--- config.mk ---
export PLATFORM = sky130hd
export DESIGN_NAME = rt_timer
export DESIGN_NICKNAME = d
export VERILOG_FILES = /design/src/rtl/mtmr_pkg.sv /design/src/rtl/mtmr_decode.sv /design/src/rtl/mtmr_counter.sv /design/src/rtl/mtmr_compare.sv /design/src/rtl/rt_timer.sv
export SDC_FILE = /design/constraint.sdc
export NUM_CORES = 1
export LEC_CHECK = 0
export ABC_CLOCK_PERIOD_IN_PS = 9200
export BUFFER_PORTS_ARGS = -buffer_cell sky130_fd_sc_hd__buf_2
export CORE_ASPECT_RATIO = 0.7
export CORE_MARGIN = 1
export CORE_UTILIZATION = 50
export CTS_CLUSTER_SIZE = 28
export DETAILED_ROUTE_END_ITERATION = 8
export PLACE_DENSITY = 0.73
export SLEW_MARGIN = 20
export SYNTH_ARGS = -nofsm -noshare
export SYNTH_HDL_FRONTEND = slang
export SYNTH_HIERARCHICAL = 1
export SYNTH_SLANG_ARGS = --single-unit
--- constraint.sdc ---
create_clock -name clk -period 9.2 [get_ports clk]
set_clock_uncertainty 0.15 [all_clocks]
set_input_delay 1.84 -clock clk [delete_from_list [all_inputs] [get_ports clk]]
set_output_delay 1.84 -clock clk [all_outputs]
set_load 0.02 [all_outputs]
--- src/rtl/mtmr_pkg.sv ---
package mtmr_pkg;

    parameter int unsigned BUS_W      = 32;
    parameter int unsigned TIME_W     = 64;
    parameter int unsigned NHALF      = TIME_W / BUS_W;
    parameter int unsigned HALF_IDX_W = (NHALF > 1) ? $clog2(NHALF) : 1;
    parameter int unsigned BYTES_W    = $clog2(BUS_W / 8);

    typedef enum logic [1:0] {
        RG_NONE,
        RG_CNT,
        RG_CMP,
        RG_TBASE
    } region_e;

    typedef struct packed {
        region_e                 region;
        logic [HALF_IDX_W-1:0]   half;
    } target_t;

    typedef struct packed {
        logic                    wr;
        logic [HALF_IDX_W-1:0]   half;
        logic [BUS_W-1:0]        data;
    } half_wr_t;

    // Word index -> register region and half. Counter words first, then
    // compare words, then the timebase word.
    function automatic target_t map_word(input int unsigned word);
        target_t t;
        t.region = RG_NONE;
        t.half   = '0;
        if (word < NHALF) begin
            t.region = RG_CNT;
            t.half   = HALF_IDX_W'(word);
        end else if (word < 2 * NHALF) begin
            t.region = RG_CMP;
            t.half   = HALF_IDX_W'(word - NHALF);
        end else if (word == 2 * NHALF) begin
            t.region = RG_TBASE;
        end
        return t;
    endfunction

    function automatic logic [TIME_W-1:0] merge_half(
        input logic [TIME_W-1:0] old_v,
        input half_wr_t          w
    );
        logic [TIME_W-1:0] r;
        r = old_v;
        for (int i = 0; i < NHALF; i++) begin
            if (HALF_IDX_W'(i) == w.half) begin
                r[i*BUS_W +: BUS_W] = w.data;
            end
        end
        return r;
    endfunction

    function automatic logic [BUS_W-1:0] pick_half(
        input logic [TIME_W-1:0]     v,
        input logic [HALF_IDX_W-1:0] idx
    );
        logic [BUS_W-1:0] r;
        r = '0;
        for (int i = 0; i < NHALF; i++) begin
            if (HALF_IDX_W'(i) == idx) begin
                r = v[i*BUS_W +: BUS_W];
            end
        end
        return r;
    endfunction

endpackage

--- src/rtl/mtmr_decode.sv ---
module mtmr_decode
    import mtmr_pkg::*;
#(
    parameter int unsigned ADDR_W = 5
) (
    input  logic [ADDR_W-1:0] addr,
    input  logic              we,
    input  logic [BUS_W-1:0]  wdata,
    output target_t           target,
    output half_wr_t          cnt_wr,
    output half_wr_t          cmp_wr
);

    logic aligned;

    always_comb begin
        aligned = (addr[BYTES_W-1:0] == '0);
        if (aligned) begin
            target = map_word(int'(addr[ADDR_W-1:BYTES_W]));
        end else begin
            target.region = RG_NONE;
            target.half   = '0;
        end

        cnt_wr.wr   = we && (target.region == RG_CNT);
        cnt_wr.half = target.half;
        cnt_wr.data = wdata;

        cmp_wr.wr   = we && (target.region == RG_CMP);
        cmp_wr.half = target.half;
        cmp_wr.data = wdata;
    end

endmodule

--- src/rtl/mtmr_counter.sv ---
module mtmr_counter
    import mtmr_pkg::*;
(
    input  logic              clk,
    input  logic              rst,
    input  logic              tick_en,
    input  half_wr_t          wr,
    output logic [TIME_W-1:0] cnt
);

    // A full-width add: the carry out of the low word reaches the high
    // word on the same edge.
    always_ff @(posedge clk) begin
        if (rst) begin
            cnt <= '0;
        end else if (wr.wr) begin
            cnt <= merge_half(cnt, wr);
        end else if (tick_en) begin
            cnt <= cnt + 1'b1;
        end
    end

endmodule

--- src/rtl/mtmr_compare.sv ---
module mtmr_compare
    import mtmr_pkg::*;
(
    input  logic              clk,
    input  logic              rst,
    input  half_wr_t          wr,
    input  logic [TIME_W-1:0] cnt,
    output logic [TIME_W-1:0] cmp,
    output logic              irq
);

    always_ff @(posedge clk) begin
        if (rst) begin
            cmp <= '1;
        end else if (wr.wr) begin
            cmp <= merge_half(cmp, wr);
        end
    end

    // Unsigned level comparison.
    always_comb begin
        irq = (cnt >= cmp);
    end

endmodule

--- src/rtl/rt_timer.sv ---
module rt_timer
    import mtmr_pkg::*;
#(
    parameter int unsigned ADDR_W  = 5,
    parameter int unsigned TICK_HZ = 24_000_000
) (
    input  logic              clk,
    input  logic              rst,
    input  logic              tick_en,
    input  logic [ADDR_W-1:0] bus_addr,
    input  logic [BUS_W-1:0]  bus_wdata,
    input  logic              bus_we,
    input  logic              bus_re,
    output logic [BUS_W-1:0]  bus_rdata,
    output logic              irq_timer
);

    target_t           target;
    half_wr_t          cnt_wr;
    half_wr_t          cmp_wr;
    logic [TIME_W-1:0] cnt_q;
    logic [TIME_W-1:0] cmp_q;

    mtmr_decode #(.ADDR_W(ADDR_W)) u_decode (
        .addr   (bus_addr),
        .we     (bus_we),
        .wdata  (bus_wdata),
        .target (target),
        .cnt_wr (cnt_wr),
        .cmp_wr (cmp_wr)
    );

    mtmr_counter u_counter (
        .clk     (clk),
        .rst     (rst),
        .tick_en (tick_en),
        .wr      (cnt_wr),
        .cnt     (cnt_q)
    );

    mtmr_compare u_compare (
        .clk (clk),
        .rst (rst),
        .wr  (cmp_wr),
        .cnt (cnt_q),
        .cmp (cmp_q),
        .irq (irq_timer)
    );

    always_comb begin
        bus_rdata = '0;
        if (bus_re) begin
            unique case (target.region)
                RG_CNT:   bus_rdata = pick_half(cnt_q, target.half);
                RG_CMP:   bus_rdata = pick_half(cmp_q, target.half);
                RG_TBASE: bus_rdata = BUS_W'(TICK_HZ);
                default:  bus_rdata = '0;
            endcase
        end
    end

endmodule

* Word-level counts from Yosys, hierarchy flattened
Cells that the tools add are included.
Storage, ports and cells: register bits after elaboration 128, output and inout port bits 33, logic and storage cells 37
Operators by class: add/subtract/negate cells 2, order comparisons 3, equal/unequal tests 6, mux-type cells 13, bitwise logic cells 1, reductions and logical operators 8
Operators by type and width (number):
- two-way mux 32 bit | 5
- two-way mux 64 bit | 2
- one-hot mux 32 bit (3 select lines) | 1
- adder 64 x 1 -> 64 bit, second input constant | 1
- greater-or-equal comparator 64 bit | 1
- AND reduction 2 bit | 4
- two-way mux 3 bit | 2
- == test 2 bit, second input constant | 2
- two-way mux 2 bit | 2
- inequality test 2 bit, second input constant | 2
- == test 3 bit, second input constant | 1
- < comparator 3 x 2 -> 1 bit, second input constant | 1
- < comparator 3 bit, second input constant | 1
- == test 2 x 1 -> 1 bit, second input constant | 1
- logical AND 1 bit | 2
- zero test 2 bit | 1
- nonzero test 2 bit | 1
- two-way mux 1 bit | 1
- NOT 1 bit | 1
- subtractor 1 bit, second input constant | 1

* Depth between registers and ports, before layout
Gate-level depths: netlist of run 1.
depth after elaboration 9, mapped depth 10, depth with buffers taken out 8

* By module
Netlist of run 1, hierarchy kept.
Modules (own cells, without submodules):
- mtmr_counter | instances 1, cells an instance 604, area each 4418.0 µm², seq. area each 1281.2 µm²
- mtmr_compare | instances 1, cells an instance 441, area each 3860.0 µm², seq. area each 1281.2 µm²
- rt_timer | instances 1, cells an instance 157, area each 1252.5 µm², seq. area each 0.0 µm²
- mtmr_decode | instances 1, cells an instance 75, area each 559.3 µm², seq. area each 0.0 µm²

* Worst setup path after synthesis of run 1
OpenSTA, ideal clock, no wires.
kind input -> output, start point input bus_addr[1], end point output bus_rdata[25], data arrival time 3.743 ns, path slack 3.467 ns, cell stages on the path 8, path buffers 3, cell sequence or2_1 -> nor3b_1 -> buf_4 -> buf_6 -> buf_6 -> mux2i_1 -> o22a_1 -> nor2_1
RTL lines:
- start: declaration | line rt_timer.sv:10 | input logic [ADDR_W-1:0] bus_addr,
- end: declaration | line rt_timer.sv:14 | output logic [BUS_W-1:0] bus_rdata,

==> results of run 1 <==
per-stage QoR:
stage / instance area (um^2) / worst slack (ns) / hold WS (ns) / power, mW
4_1_cts: 10710 / 2.562 / 0.3406 / 1.442
3_3_place_gp: 10070 / 2.747 / 0.3190 / 0.7081
5_1_grt: 10710 / 2.310 / 0.3469 / 1.484
2_1_floorplan: 10090 / 3.467 / 0.3043 / 0.6828
3_5_place_dp: 10070 / 2.574 / 0.3288 / 0.7106
6_report: 10710 / 2.494 / 0.3414 / 1.444
logic make-up after synthesis:
kind of cell	Yosys count
simple gates	426
compound gates	356
mux	78
xor+xnor	1
fa+ha+maj	65
buf+inv	223
flops	128
placed cells by master, fill, tap and decap left out, types with 17 or more instances in the layout:
cell       count
a21oi_1       85
nor4_1        19
and3_1        46
mux2i_1       55
nor3_1        18
clkbuf_16     17
buf_2         73
a21o_1        18
nor2_1       113
ha_1          65
inv_1         77
a211o_1       66
dfxtp_1      128
nand4_1       38
nand3_1       41
o22ai_1       27
o21ai_0       58
nand2_1       71
state kept, by name (all words and copies together) (netlist names):
register	cells
u_compare/cmp	64
u_counter/cnt	64
area by class of cell:
class                           count  area, um^2  share of cell area [%]
Antenna cell                        1       2.502                 0.02337
Clock buffer                       17       425.4                   3.973
Clock inverter                     15       206.4                   1.928
Inverter                           78       292.8                   2.734
Multi-Input combinational cell    926        6410                   59.86
Sequential cell                   128        2562                   23.93
Tap cell                          270       337.8                   3.155
Timing Repair Buffer               87       470.5                   4.394
final timing paths:
path | from | to | cells past startpoint
worst min register to register | u_compare/cmp[42] | u_compare/cmp[42] | 1
worst min-delay path | u_compare/cmp[42] | u_compare/cmp[42] | 1
worst max register to register | u_counter/cnt[0] | u_counter/cnt[56] | 7
worst max-delay path | bus_addr[4] | bus_rdata[30] | 7
metal layers:
metal	global-route usage [%]	vias to the layer above	share of wire, %
li1	-	4613	-
met1	44.78	4791	42
met3	6.784	107	12
met5	0	-	0
met4	13.83	0	3.6
met2	47.37	670	43
critical path: stages:
cell      delay, ns
buf_2          0.16
or3b_1         0.39
a21oi_2        0.66
nand2b_1       0.80
o221ai_1       0.49
o211a_1        0.21
buf_2          0.16
report_power, final:
part | leakage (nW) | total, mW | internal, mW | switching, mW
logic | 3.37 | 0.123 | 0.0401 | 0.0834
registers | 1.04 | 0.580 | 0.563 | 0.0169
clock network | 0.310 | 0.740 | 0.458 | 0.283
==> impl_metrics.ini, run 1 <==
[status]
outcome = completed

[setup_path]
rrSetupSlack_ns = 6.08
cp-end-kind = output port
crit_arrival_ns = 4.72
cp_max_fo = 23
worstPathRequired_ns = 7.21
worst_setup_path_start_kind = primary input
path_class = in2out

[synth]
yosys.area_share.simple_pct = 22.90
synth_seq_cells = 128
synthCells = 1277
yosys.area_share.adder_pct = 8.061
synthMuxAreaShare_pct = 8.395
synth.area.top_cells = dfxtp_1 25%, ha_1 8.1%, a211o_1 5.7%, mux2i_1 5.5%, buf_4 4.9%
synth_edf_count = 0
synth_area_um2 = 10090
synth_area_per_cell_um2 = 7.901
synth_nets = 1384
synth_xor_area_share_pct = 0.08681
synthFlopType = dfxtp_1
synth_compound_area_share_pct = 23.76
synth_area_leader_cell = dfxtp_1
yosysWarnings = 6
ys_seq_area_share_pct = 25.40
ys_async_sr_fraction_pct = 0
synthTopCellsByCount = 128 x dfxtp_1, 114 x nor2_1, 85 x a21oi_1
yosysMostFrequentCell = dfxtp_1
synth_top_family_by_area = compound AO/OA/AOI/OAI gates
synth_cell_types = 75
synth_top_area_share_pct = 25.40

[route]
drtPass1Iterations = 6
wl_mm = 33.29
via_count = 10180
drtIter0Drc = 1565
avgViaCountPerCell = 6.689
drc_errors = 0
ant_nets = 0
wl_per_cell_um = 21.87

[placed_design]
dp_cells = 1489
place_congestion = 0.9825
dp_hpwl_mm = 23.18
portBuffers = 74

[cts]
clockBufferDepth = 2
cts_made_buffers = 17
clk_pin_slew_ns = 0.06
cts_setup_buffers = 0
htree_num_levels = 4
hold_buffers = 0
tritoncts = built
cts.repair.resized = 0
cts.sinks = 128
cts-root-buf = clkbuf_16
clk_latency_ns = 0.42

[timing]
slew-limit-headroom_pct = 24.60
hold_viol_final = 0
finalCritPeriodShare_pct = 72.89
worst_pin_slew_ns = 1.131
max_freq_ghz = 0.1491
setup_viol = 0
drv_slew = 0
rsz0062_at_grt = no
fin_tns_setup_ns = 0
layout_min_cycle_time_ns = 6.706

[die]
initial_core_util_pct = 50.96
dieArea_um2 = 20760
io-pin-count = 75
die_x_um = 171.8
rows = 43
fp.dieH_um = 120.9
coreArea_um2 = 19800

[global_route]
grt_pass1_vias = 9098
grt_max_degree = 79
grt_pass1_wl_mm = 51.16
grtUsageTotal_pct = 32.08
overflow = 0
antenna_found_initial = 0

[power_and_ir_drop]
ir_drop_v = 0.0001268
p_per_area_nw_per_um2 = 134.9
leakage_nw = 4.718

[finish]
utilization_pct = 54.08
drive_above_1_share_pct = 13.43
fill_cells = 1865
final_cells = 1522
nets = 1345
synthToLayoutAreaGrowth_pct = 6.126

[flow_run]
maxCapViolations = 0

[worst_hold_path]
min-delay-path-class = reg2reg
No activity file was read; power rests on OpenSTA's default activity.
==> run 2: changes to the inputs <==
Settings changed: ABC_CLOCK_PERIOD_IN_PS 9200 to 6200.
Clock period 9.2 ns to 6.2 ns, I/O delays scaled along.
==> run 2 against run 1 <==
Compared with the run above: power grew 44%; routed wire length rose by 1.7%; count of clock-buffer cells in the layout up 2; non-clock buffer count is 7 higher; register-to-register slack got worse by 3.1 ns; worst setup slack lost 1.3 ns; combinational power increased by 53%.
==> impl_metrics.ini, run 2 (synthesized netlist as in run 1, its figures left out) <==
[die]
initial_core_util_pct = 50.96
fp.dieH_um = 120.9
rows = 43
dieArea_um2 = 20760
coreArea_um2 = 19800
die_x_um = 171.8
io-pin-count = 75

[setup_path]
path_class = in2out
endpoint = bus_rdata[30]
worstPathRequired_ns = 4.81
crit_path_start = bus_addr[4]
reg2reg_depth = 7
worst_setup_path_start_kind = primary input
crit_chain = buf_2, or3b_1, a21oi_2, buf_4, nand2b_1, o221ai_1, o211a_1, buf_2
cp_max_fo = 23
slowest_stage = nand2b_1
cp-end-kind = output port
worstSetupPathDepth = 8
slowest_delay_ns = 0.62
rr_startpoint = u_counter/cnt[0]
cp_common_cell = buf_2
cpLargestDelayFamily = simple AND/OR/NAND/NOR gates
rrSetupSlack_ns = 2.95
worst-path-buf-inv = 3
crit_arrival_ns = 3.63
r2r-end = u_counter/cnt[54]

[finish]
seqCellArea_um2 = 2562
synthToLayoutAreaGrowth_pct = 6.548
multi_input_area_um2 = 6410
reg.largest.list = u_compare/cmp (64), u_counter/cnt (64)
nets = 1352
final_common_cell = dfxtp_1
drive_above_1_share_pct = 13.91
diodes = 0
utilization_pct = 54.30
fill_cells = 1918
mostFrequentLayoutCells = 128 x dfxtp_1, 113 x nor2_1, 85 x a21oi_1, 77 x inv_1, 73 x buf_2

[timing]
setup_viol = 0
max_freq_ghz = 0.1994
drv_slew = 0
hold_slack_ns = 0.3482
rsz0062_at_grt = no
finalCritPeriodShare_pct = 80.91
worst_pin_slew_ns = 1.120
slew-limit-headroom_pct = 25.35
setup_ws_ns = 1.184
fin_tns_setup_ns = 0
hold_viol_final = 0
layout_min_cycle_time_ns = 5.016

[global_route]
grt_pass1_wl_mm = 50.64
grt_pass1_vias = 9001
antenna_found_initial = 0
grtUsageTotal_pct = 32.20
grt_max_degree = 111
overflow = 0

[route]
ant_nets = 0
drtIter0Drc = 1343
avgViaCountPerCell = 6.651
via_count = 10160
routed.top_layer = met4
wl_mm = 33.84
wl_per_cell_um = 22.15
drc_errors = 0
dr_wl_met3_mm = 3.824
drt-met1-wl_mm = 14.22
drtPass1Iterations = 6
met2_length_mm = 14.41

[power_and_ir_drop]
power_mw = 2.073
leakage_nw = 4.729
ir_drop_v = 0.0001676
p_per_area_nw_per_um2 = 192.8

[placed_design]
place_congestion = 0.9712
portBuffers = 74
place_ws_ns = 1.279
dp_hpwl_mm = 23.53

[cts]
cts.sinks = 128
cts_made_buffers = 17
tritoncts = built
cts-root-buf = clkbuf_16
clk_latency_ns = 0.43
clk_pin_slew_ns = 0.06
cts_setup_buffers = 0
hold_buffers = 0
cts.repair.resized = 0
htree_num_levels = 4
clockBufferDepth = 2

[worst_hold_path]
min-delay-path-class = reg2reg

[flow_run]
maxCapViolations = 0

[status]
outcome = completed
-- run 2: changes by cell type in the layout (fill, tap and decap cells not counted) --
cell and change:
buf_4 +5, clkinvlp_4 +4, inv_6 -3, bufinv_16 -2, clkbuf_8 +2, buf_12 +1, buf_16 +1, diode_2 -1
inv_8 -1
-- run 2: worst min-delay path by stage --
stage	startpoint	end	depth (start not counted)
global route	u_compare/cmp[50]	u_compare/cmp[50]	1
global placement	u_compare/cmp[48]	u_compare/cmp[48]	1
floorplan	u_compare/cmp[42]	u_compare/cmp[42]	1
CTS	u_compare/cmp[42]	u_compare/cmp[42]	1
detailed placement	u_compare/cmp[58]	u_compare/cmp[58]	1
finish	u_compare/cmp[52]	u_compare/cmp[52]	1
-- run 2: layer usage --
layer,vias up,global-route usage [%]
li1,4605,-
met1,4821,43.59
met2,630,46.84
met3,106,9.035
met4,0,15.32
met5,-,0
-- run 2: through the flow --
stage / cells / instance area, um^2
after floorplan: 1277 / 10090
after global placement: 1495 / 10130
final: 1528 / 10750
after CTS: 1527 / 10720
after global routing: 1528 / 10750
after detailed placement: 1495 / 10130
-- run 2: power by group --
group,switching [mW],leakage [nW],total (mW),internal [mW]
clock,0.411,0.277,1.02,0.612
combinational,0.125,3.42,0.188,0.0627
sequential,0.0252,1.04,0.861,0.836
-- run 2: final cells by class --
type	count	share of cell area (%)
clock buffer	19	4.213
timing repair buffer	94	5.168
tap	270	3.142
multi-input combinational	926	59.63
inverter	78	2.723
clock inverter	13	1.292
sequential	128	23.84
